### src/rtl/cwse_pkg.sv
package cwse_pkg;

    // Phase of one encryption run.
    typedef enum logic [1:0] {
        PH_IDLE  = 2'd0,
        PH_RUN   = 2'd1,
        PH_FLUSH = 2'd2,
        PH_DONE  = 2'd3
    } phase_e;

endpackage

### src/rtl/cwse_seen_list.sv
// Remembers the indices accepted in the current run and flags a repeat.
module cwse_seen_list #(
    parameter int T  = 27,
    parameter int IW = 12,
    parameter int CW = 5
) (
    input  logic          clk,
    input  logic          rst_n,
    input  logic          clear,
    input  logic          wr_en,
    input  logic [CW-1:0] wr_slot,
    input  logic [IW-1:0] q_idx,
    output logic          hit
);

    typedef struct packed {
        logic [T-1:0][IW-1:0] ent;
        logic [T-1:0]         vld;
    } list_t;

    list_t        lst_d, lst_q;
    logic [T-1:0] match;

    for (genvar g = 0; g < T; g++) begin : g_cmp
        assign match[g] = lst_q.vld[g] && (lst_q.ent[g] == q_idx);
    end

    always_comb begin
        lst_d = lst_q;
        hit   = |match;
        if (clear) begin
            lst_d.vld = '0;
        end else if (wr_en) begin
            for (int i = 0; i < T; i++) begin
                if (wr_slot == CW'(i)) begin
                    lst_d.ent[i] = q_idx;
                    lst_d.vld[i] = 1'b1;
                end
            end
        end
    end

    always_ff @(posedge clk or negedge rst_n) begin
        if (!rst_n) lst_q <= '0;
        else        lst_q <= lst_d;
    end

    // A write always lands in a slot that is still empty this run.
    logic slot_busy;
    always_comb begin
        slot_busy = 1'b0;
        for (int i = 0; i < T; i++) begin
            if (wr_slot == CW'(i)) slot_busy = lst_q.vld[i];
        end
    end

    assert_slot_free_R7: assert property (@(posedge clk) disable iff (!rst_n)
        (wr_en && !clear) |-> !slot_busy);

endmodule

### src/rtl/cwse_intake.sv
// Index handshake, region decode, memory read issue and run sequencing.
module cwse_intake
    import cwse_pkg::*;
#(
    parameter int M = 11,
    parameter int T = 27
) (
    input  logic            clk,
    input  logic            rst_n,
    input  logic            start,
    input  logic            idx_valid,
    input  logic [M:0]      idx,
    output logic            idx_ready,
    output logic            col_rd_en,
    output logic [M:0]      col_addr,
    output logic            fold_en,
    output logic            tg_en,
    output logic [M:0]      tg_pos,
    output logic            done,
    output logic            err
);

    localparam int IW = M + 1;
    localparam int N  = 1 << M;
    localparam int R  = M * T;
    localparam int K  = N - R;
    localparam int CW = $clog2(T + 1);
    localparam logic [IW-1:0] K_IW = IW'(K);
    localparam logic [IW-1:0] N_IW = IW'(N);
    localparam logic [CW-1:0] LAST = CW'(T - 1);

    typedef struct packed {
        phase_e        phase;
        logic [CW-1:0] cnt;
        logic          err;
        logic          rd_pend;
        logic          tg_pend;
        logic [IW-1:0] tg_pos;
    } st_t;

    st_t  st_d, st_q;
    logic accept, in_q, out_rng, in_id, dup_hit;

    cwse_seen_list #(.T(T), .IW(IW), .CW(CW)) u_seen (
        .clk     (clk),
        .rst_n   (rst_n),
        .clear   (start),
        .wr_en   (accept),
        .wr_slot (st_q.cnt),
        .q_idx   (idx),
        .hit     (dup_hit)
    );

    assign idx_ready = (st_q.phase == PH_RUN) && !start;
    assign accept    = idx_valid && idx_ready;
    assign in_q      = idx < K_IW;
    assign out_rng   = idx >= N_IW;
    assign in_id     = !in_q && !out_rng;
    assign col_rd_en = accept && in_q;
    assign col_addr  = idx;

    always_comb begin
        st_d         = st_q;
        st_d.rd_pend = 1'b0;
        st_d.tg_pend = 1'b0;
        if (st_q.phase == PH_FLUSH) st_d.phase = PH_DONE;
        if (accept) begin
            st_d.cnt     = st_q.cnt + CW'(1);
            st_d.rd_pend = in_q;
            st_d.tg_pend = in_id;
            if (in_id) st_d.tg_pos = idx - K_IW;
            if (dup_hit || out_rng) st_d.err = 1'b1;
            if (st_q.cnt == LAST) st_d.phase = PH_FLUSH;
        end
        if (start) begin
            st_d       = '0;
            st_d.phase = PH_RUN;
        end
    end

    always_ff @(posedge clk or negedge rst_n) begin
        if (!rst_n) st_q <= '0;
        else        st_q <= st_d;
    end

    assign fold_en = st_q.rd_pend;
    assign tg_en   = st_q.tg_pend;
    assign tg_pos  = st_q.tg_pos;
    assign done    = (st_q.phase == PH_DONE);
    assign err     = st_q.err;

    assert_start_blocks_R6: assert property (@(posedge clk) disable iff (!rst_n)
        start |-> !idx_ready);

    assert_full_blocks_R9: assert property (@(posedge clk) disable iff (!rst_n)
        done |-> !idx_ready);

    assert_read_then_fold_R2: assert property (@(posedge clk) disable iff (!rst_n)
        (col_rd_en && !start) |=> (fold_en && !tg_en));

    assert_done_after_last_R5: assert property (@(posedge clk) disable iff (!rst_n)
        (st_q.phase == PH_FLUSH && !start) |=> done);

    assert_err_sticky_R7: assert property (@(posedge clk) disable iff (!rst_n)
        (err && !start) |=> err);

endmodule

### src/rtl/cwse_accum.sv
// Syndrome register: column fold, single-bit toggle, clear.
module cwse_accum #(
    parameter int R  = 297,
    parameter int IW = 12
) (
    input  logic          clk,
    input  logic          rst_n,
    input  logic          clear,
    input  logic          fold_en,
    input  logic [R-1:0]  fold_col,
    input  logic          tg_en,
    input  logic [IW-1:0] tg_pos,
    output logic [R-1:0]  syn
);

    typedef struct packed {
        logic [R-1:0] acc;
    } acc_t;

    acc_t         ac_d, ac_q;
    logic [R-1:0] col_term, bit_term;

    always_comb begin
        col_term = fold_en ? fold_col : '0;
        bit_term = tg_en ? (R'(1) << tg_pos) : '0;
        ac_d     = ac_q;
        if (clear) ac_d.acc = '0;
        else       ac_d.acc = ac_q.acc ^ col_term ^ bit_term;
    end

    always_ff @(posedge clk or negedge rst_n) begin
        if (!rst_n) ac_q <= '0;
        else        ac_q <= ac_d;
    end

    assign syn = ac_q.acc;

    assert_clear_R6: assert property (@(posedge clk) disable iff (!rst_n)
        clear |=> (syn == '0));

    assert_toggle_one_R3: assert property (@(posedge clk) disable iff (!rst_n)
        (tg_en && !fold_en && !clear) |=> ($countones(syn ^ $past(syn)) == 1));

endmodule

### src/rtl/cwse_syndrome_enc.sv
// Top: syndrome of a constant-weight error word against (Q | I).
module cwse_syndrome_enc #(
    parameter int M = 11,
    parameter int T = 27
) (
    input  logic             clk,
    input  logic             rst_n,
    input  logic             start,
    input  logic             idx_valid,
    input  logic [M:0]       idx,
    output logic             idx_ready,
    output logic             col_rd_en,
    output logic [M:0]       col_addr,
    input  logic [M*T-1:0]   col_data,
    output logic [M*T-1:0]   syn,
    output logic             done,
    output logic             err
);

    localparam int IW = M + 1;
    localparam int R  = M * T;

    logic          fold_en, tg_en;
    logic [IW-1:0] tg_pos;

    cwse_intake #(.M(M), .T(T)) u_intake (
        .clk       (clk),
        .rst_n     (rst_n),
        .start     (start),
        .idx_valid (idx_valid),
        .idx       (idx),
        .idx_ready (idx_ready),
        .col_rd_en (col_rd_en),
        .col_addr  (col_addr),
        .fold_en   (fold_en),
        .tg_en     (tg_en),
        .tg_pos    (tg_pos),
        .done      (done),
        .err       (err)
    );

    cwse_accum #(.R(R), .IW(IW)) u_accum (
        .clk      (clk),
        .rst_n    (rst_n),
        .clear    (start),
        .fold_en  (fold_en),
        .fold_col (col_data),
        .tg_en    (tg_en),
        .tg_pos   (tg_pos),
        .syn      (syn)
    );

    assert_done_hold_R5: assert property (@(posedge clk) disable iff (!rst_n)
        (done && !start) |=> (done && $stable(syn)));

endmodule

### config.mk
export PLATFORM = sky130hd
export DESIGN_NAME = cwse_syndrome_enc
export DESIGN_NICKNAME = d
export VERILOG_FILES = /design/src/rtl/cwse_pkg.sv /design/src/rtl/cwse_seen_list.sv /design/src/rtl/cwse_intake.sv /design/src/rtl/cwse_accum.sv /design/src/rtl/cwse_syndrome_enc.sv
export SDC_FILE = /design/constraint.sdc
export NUM_CORES = 2
export LEC_CHECK = 0
export CORE_MARGIN = 1.5
export CORE_UTILIZATION = 35
export CTS_BUF_LIST = sky130_fd_sc_hd__clkbuf_4
export DETAILED_ROUTE_END_ITERATION = 10
export DONT_BUFFER_PORTS = 1
export PLACE_DENSITY_LB_ADDON = 0.12
export SYNTH_ARGS = -nofsm -noshare
export SYNTH_HDL_FRONTEND = slang
export SYNTH_SLANG_ARGS = --single-unit
export TNS_END_PERCENT = 100
### constraint.sdc
create_clock -name clk -period 4.85 [get_ports clk]
set_input_delay 0.2425 -clock clk [delete_from_list [all_inputs] [get_ports clk]]
set_output_delay 0.2425 -clock clk [all_outputs]
set_load 0.1 [all_outputs]
==> out/results.txt <==
Per-instance average area after synthesis: 10.0 um2. Setup repair after global routing left no endpoint under its margin. Buffers added to address setup during post-CTS repair amount to 0. Fraction of final layout cells with drive strength greater than 1: 0.159. The worst setup path is launched from a register. The cell that appears most often on the critical path is sky130_fd_sc_hd__buf_4. Internal power comes to 9.35 mW.

After detailed routing, the average wire length per cell comes to 24.1 um. The cell area that synthesis handed to floorplanning was 35400 um2. For this run, the detailed router's first-pass iteration total came to 5. The worst setup path is captured at an output pin.

In this run the cell area measured after placement is 36300 um2. The share of total power in sequential cells is 0.495. TritonCTS built the clock tree. After clock tree synthesis, the flow added hold-fix buffers numbering 658. The overall die area is 103000 um2, and the static leakage is 20.3 nW. Distinct cell type count after synthesis: 49.

The clock period could shrink to 4.38 ns. Entering global routing, the biggest net connects 671 pins. The tools report the post-placement cell count as 4606. For the worst-skew pair, the clock arrives at the later sink with an insertion delay of 1.08 ns. The worst register-to-register path begins at u_intake.st_q[21]. The tightest slew margin relative to the limit is -1.10.

Detailed placement ended at an HPWL of 79.1 mm. After routing, the total negative slack on setup checks comes to 0 ns. In this run the worst setup path begins at u_intake.st_q[21]. The switching share of total power is 0.309, and the remaining routing DRC violations is 0. The number of gates resized after CTS was 0. The worst register-to-register path has a depth of 11. The transition time at the pin with the least slew margin is 3.15 ns. After routing the design area is 45500 um2. The synthesized-area fraction occupied by ao, oa, aoi and oai cells was 0.0633. The synthesized design contains 0 enable-type register cells. Summing over every cut layer, the via total after detailed routing is 29200.

The critical path is of the register to output pin type. The number of cells on the critical path is 7. The run gives 100000 um2 as the core region area.

The final reports fail on hold timing, slew limit. In this run the critical register-to-register path is captured at u_intake.tg_pos[2]. The peak supply drop was 0.000206 V. The final number of max-transition violations was 407; the final cycle utilization of the critical path was 0.902.

The number of global-route vias before repair is 29800, and the number of antenna violations at the first check in global routing is 12. For the maximum level of the CTS H-tree, the log shows 4. Post-synthesis async set-or-reset flop share: 1.00. The run finished, with violations left. For this block, the routed nets add up to 135 mm of wire. From left edge to right edge, the die measures 321 um. The post-synthesis adder-cell area fraction is 0.00247. The tools report the worst setup path endpoint as col_rd_en. The final number of setup-violating endpoints is 0.

Number of sinks driven by the clock tree: 670. The residual antenna-violating net count after detailed routing is 0. The final count of hold timing violations is 670, and the flop and latch count out of synthesis is 670. The number of nets handed over by synthesis was 3858. The maximum number of buffers from clock root to sink was 3; the average via count per standard cell was 5.21.

The first global-routing pass estimated 199 mm of wire. At the end of the flow, the number of nets in the layout was 4483. The worst hold slack is -1.16 ns. In this run the vertical extent of the chip is 321 um. Global routing finished with a remaining overflow of 0. In this run the count of I/O pins placed on the die edge is 626. The count of non-filler cells in the finished layout was 5610; the initial cell density of the core was 0.354. The power per standard cell area came out at 297 nW/um2. Summed over all nets, the switching power comes to 4.17 mW. The logs give 0 for the yosys synthesis warning count and 0.50 ns for the setup slack of the most critical reg-to-reg path. The synthesized netlist cell count was 3538; the violation count after the first detailed-routing iteration was 1944.

The global placement routability congestion is 0.849, and the worst path buffer plus inverter count is 3. Clock-pin slew was measured on the worst setup and hold paths at 0.07 ns. The portion of netlist area occupied by mux cells is 0.101, and the maximum fanout along the worst path is 13. The worst hold path belongs to the class input port to asynchronous set/reset pin. The part of the total power dissipated in the clock network was 0.395; the maximum clock frequency was 0.228 GHz.

At the worst endpoint, the required time is 4.61 ns. The slowest stage of the critical path belongs to the cell sky130_fd_sc_hd__o21a_1. The library cells used most frequently in the layout, excluding fill and tap cells, are 669 x sky130_fd_sc_hd__dfrtp_1, 645 x sky130_fd_sc_hd__dlygate4sd3_1, 561 x sky130_fd_sc_hd__xnor2_1. The basic-gate share of the synthesized area counting and, or, nand and nor cells is 0.158. The most used flip-flop cell after synthesis is sky130_fd_sc_hd__dfrtp_1.

For the portion of the post-synthesis area used by sequential elements, the log shows 0.473. On the final layout, the worst clock skew is 0.0660 ns. Relative to the synthesized area, the layout overhead comes to 28.5%. The logs give 116 for the floorplan row count and 194 for the number of buffers inserted during clock tree synthesis.

The cell at the root of the clock tree is sky130_fd_sc_hd__clkbuf_4. The largest single stage delay on the critical path is 0.99 ns. The combinational fraction of design power is 0.110. After synthesis, the largest family of logic cells by area is XOR/XNOR gates. The tool flagged a number of max-cap violations equal to 0. Traced cell by cell, the critical path runs through nor3b_4 -> buf_4 -> nand2_1 -> dlygate4sd3_1 -> buf_4 -> nor2_1 -> o21a_1. Most common library cell in the layout ignoring fill and taps: sky130_fd_sc_hd__dfrtp_1. The number of port buffers came out at 0. The area share of xor/xnor cells in the synthesized design is 0.167, and the worst endpoint data arrival time is 4.13 ns. Broken down by cell family, the worst path's largest delay share belongs to buffers and inverters. The total routing resource utilization after global routing came out at 0.259.
area by class of cell:
cell class / instances / area (um2)
fill: 9817 / 54600
antenna: 15 / 37.5
timing repair buffer: 700 / 7170
clock buffer: 282 / 2120
sequential: 670 / 16800
multi-input combinational: 2573 / 17500
clock inverter: 48 / 245
tap: 1298 / 1620
inverter: 24 / 90.1
routing by layer:
metal  track usage  share of wire  vias up
li1              -              -    13400
met3        0.0569          0.061      310
met1         0.313           0.41    14600
met4         0.149          0.059        2
met2         0.425           0.47      973
met5             0       0.000096        -
cells in the mapped netlist (2+ instances only):
library cell	count	area share
sky130_fd_sc_hd__buf_1	12	0.0013
sky130_fd_sc_hd__xnor2_1	561	0.14
sky130_fd_sc_hd__nand4_1	59	0.010
sky130_fd_sc_hd__clkbuf_1	184	0.019
sky130_fd_sc_hd__nor2b_1	4	0.00071
sky130_fd_sc_hd__and3_1	129	0.023
sky130_fd_sc_hd__o21a_1	2	0.00042
sky130_fd_sc_hd__a21oi_1	253	0.036
sky130_fd_sc_hd__mux2i_1	3	0.00085
sky130_fd_sc_hd__nand4bb_1	3	0.00095
sky130_fd_sc_hd__or4b_1	3	0.00085
sky130_fd_sc_hd__nand2b_1	4	0.00071
sky130_fd_sc_hd__nor2_2	4	0.00071
sky130_fd_sc_hd__nor3_1	139	0.020
sky130_fd_sc_hd__ha_1	7	0.0025
sky130_fd_sc_hd__mux2_2	315	0.10
sky130_fd_sc_hd__nor4_2	5	0.0018
sky130_fd_sc_hd__nand2_1	419	0.044
sky130_fd_sc_hd__and2_1	6	0.0011
sky130_fd_sc_hd__dfrtp_1	670	0.47
sky130_fd_sc_hd__nor4b_1	2	0.00049
sky130_fd_sc_hd__or3_1	128	0.023
sky130_fd_sc_hd__xor2_1	113	0.028
sky130_fd_sc_hd__a21o_1	12	0.0025
sky130_fd_sc_hd__nand3_1	50	0.0071
sky130_fd_sc_hd__nor4_1	44	0.0078
sky130_fd_sc_hd__nand2_2	2	0.00035
sky130_fd_sc_hd__buf_2	63	0.0089
sky130_fd_sc_hd__inv_1	23	0.0024
sky130_fd_sc_hd__nor4bb_1	2	0.00056
sky130_fd_sc_hd__nor2_1	126	0.013
sky130_fd_sc_hd__buf_4	12	0.0025
sky130_fd_sc_hd__o21ai_0	163	0.023
stage by stage:
stage          hold slack (ns)  utilization  setup WS (ns)  power, mW
3_3_place_gp           -0.0288        0.363           1.71       7.72
6_report                 -1.16        0.455          0.473       13.5
2_1_floorplan          -0.0531            -           1.51       7.65
3_5_place_dp           -0.0267        0.363           1.64       7.73
4_1_cts                  -1.28        0.454          0.339       13.7
5_1_grt                  -1.24        0.455          0.260       14.2
registers in the layout (all words and copies together) (netlist names):
register,flops
u_intake.tg_pos,12
u_intake.fold_en,1
u_intake.u_seen.lst_q,351
u_intake.err,1
u_accum.syn,297
u_intake.tg_en,1
u_intake.st_q,7
worst min-delay path by stage:
stage                     slack [ns]                to  cells past startpoint   from
after CTS                      -1.28  u_accum.syn[261]                      0  rst_n
after global placement         -0.03  u_accum.syn[189]                      0  rst_n
after floorplan                -0.05    u_accum.syn[0]                      0  rst_n
final                          -1.16  u_accum.syn[261]                      0  rst_n
after detailed placement       -0.03  u_accum.syn[261]                      0  rst_n
after global routing           -1.24  u_accum.syn[189]                      0  rst_n
logic make-up (layout without fill, tap and decap cells):
group                      after synthesis  count (layout)
AOI/OAI and AO/OA                      436             436
xor gates and xnor gates               674             674
adders and majority gates                7               7
buffers and inverters                  295            1054
DFF                                    670             670
muxes                                  319             319
other                                    0              15
and+or+nand+nor                       1137            1137
power groups by stage:
stage / Combinational, mW / Clock [mW] / Sequential [mW]
global placement: 0.921 / 0 / 6.79
CTS: 1.48 / 5.51 / 6.69
floorplan: 0.929 / 0 / 6.72
global route: 1.62 / 5.82 / 6.72
detailed placement: 0.930 / 0 / 6.80
finish: 1.49 / 5.34 / 6.70
(Power assumes the default switching activity.)
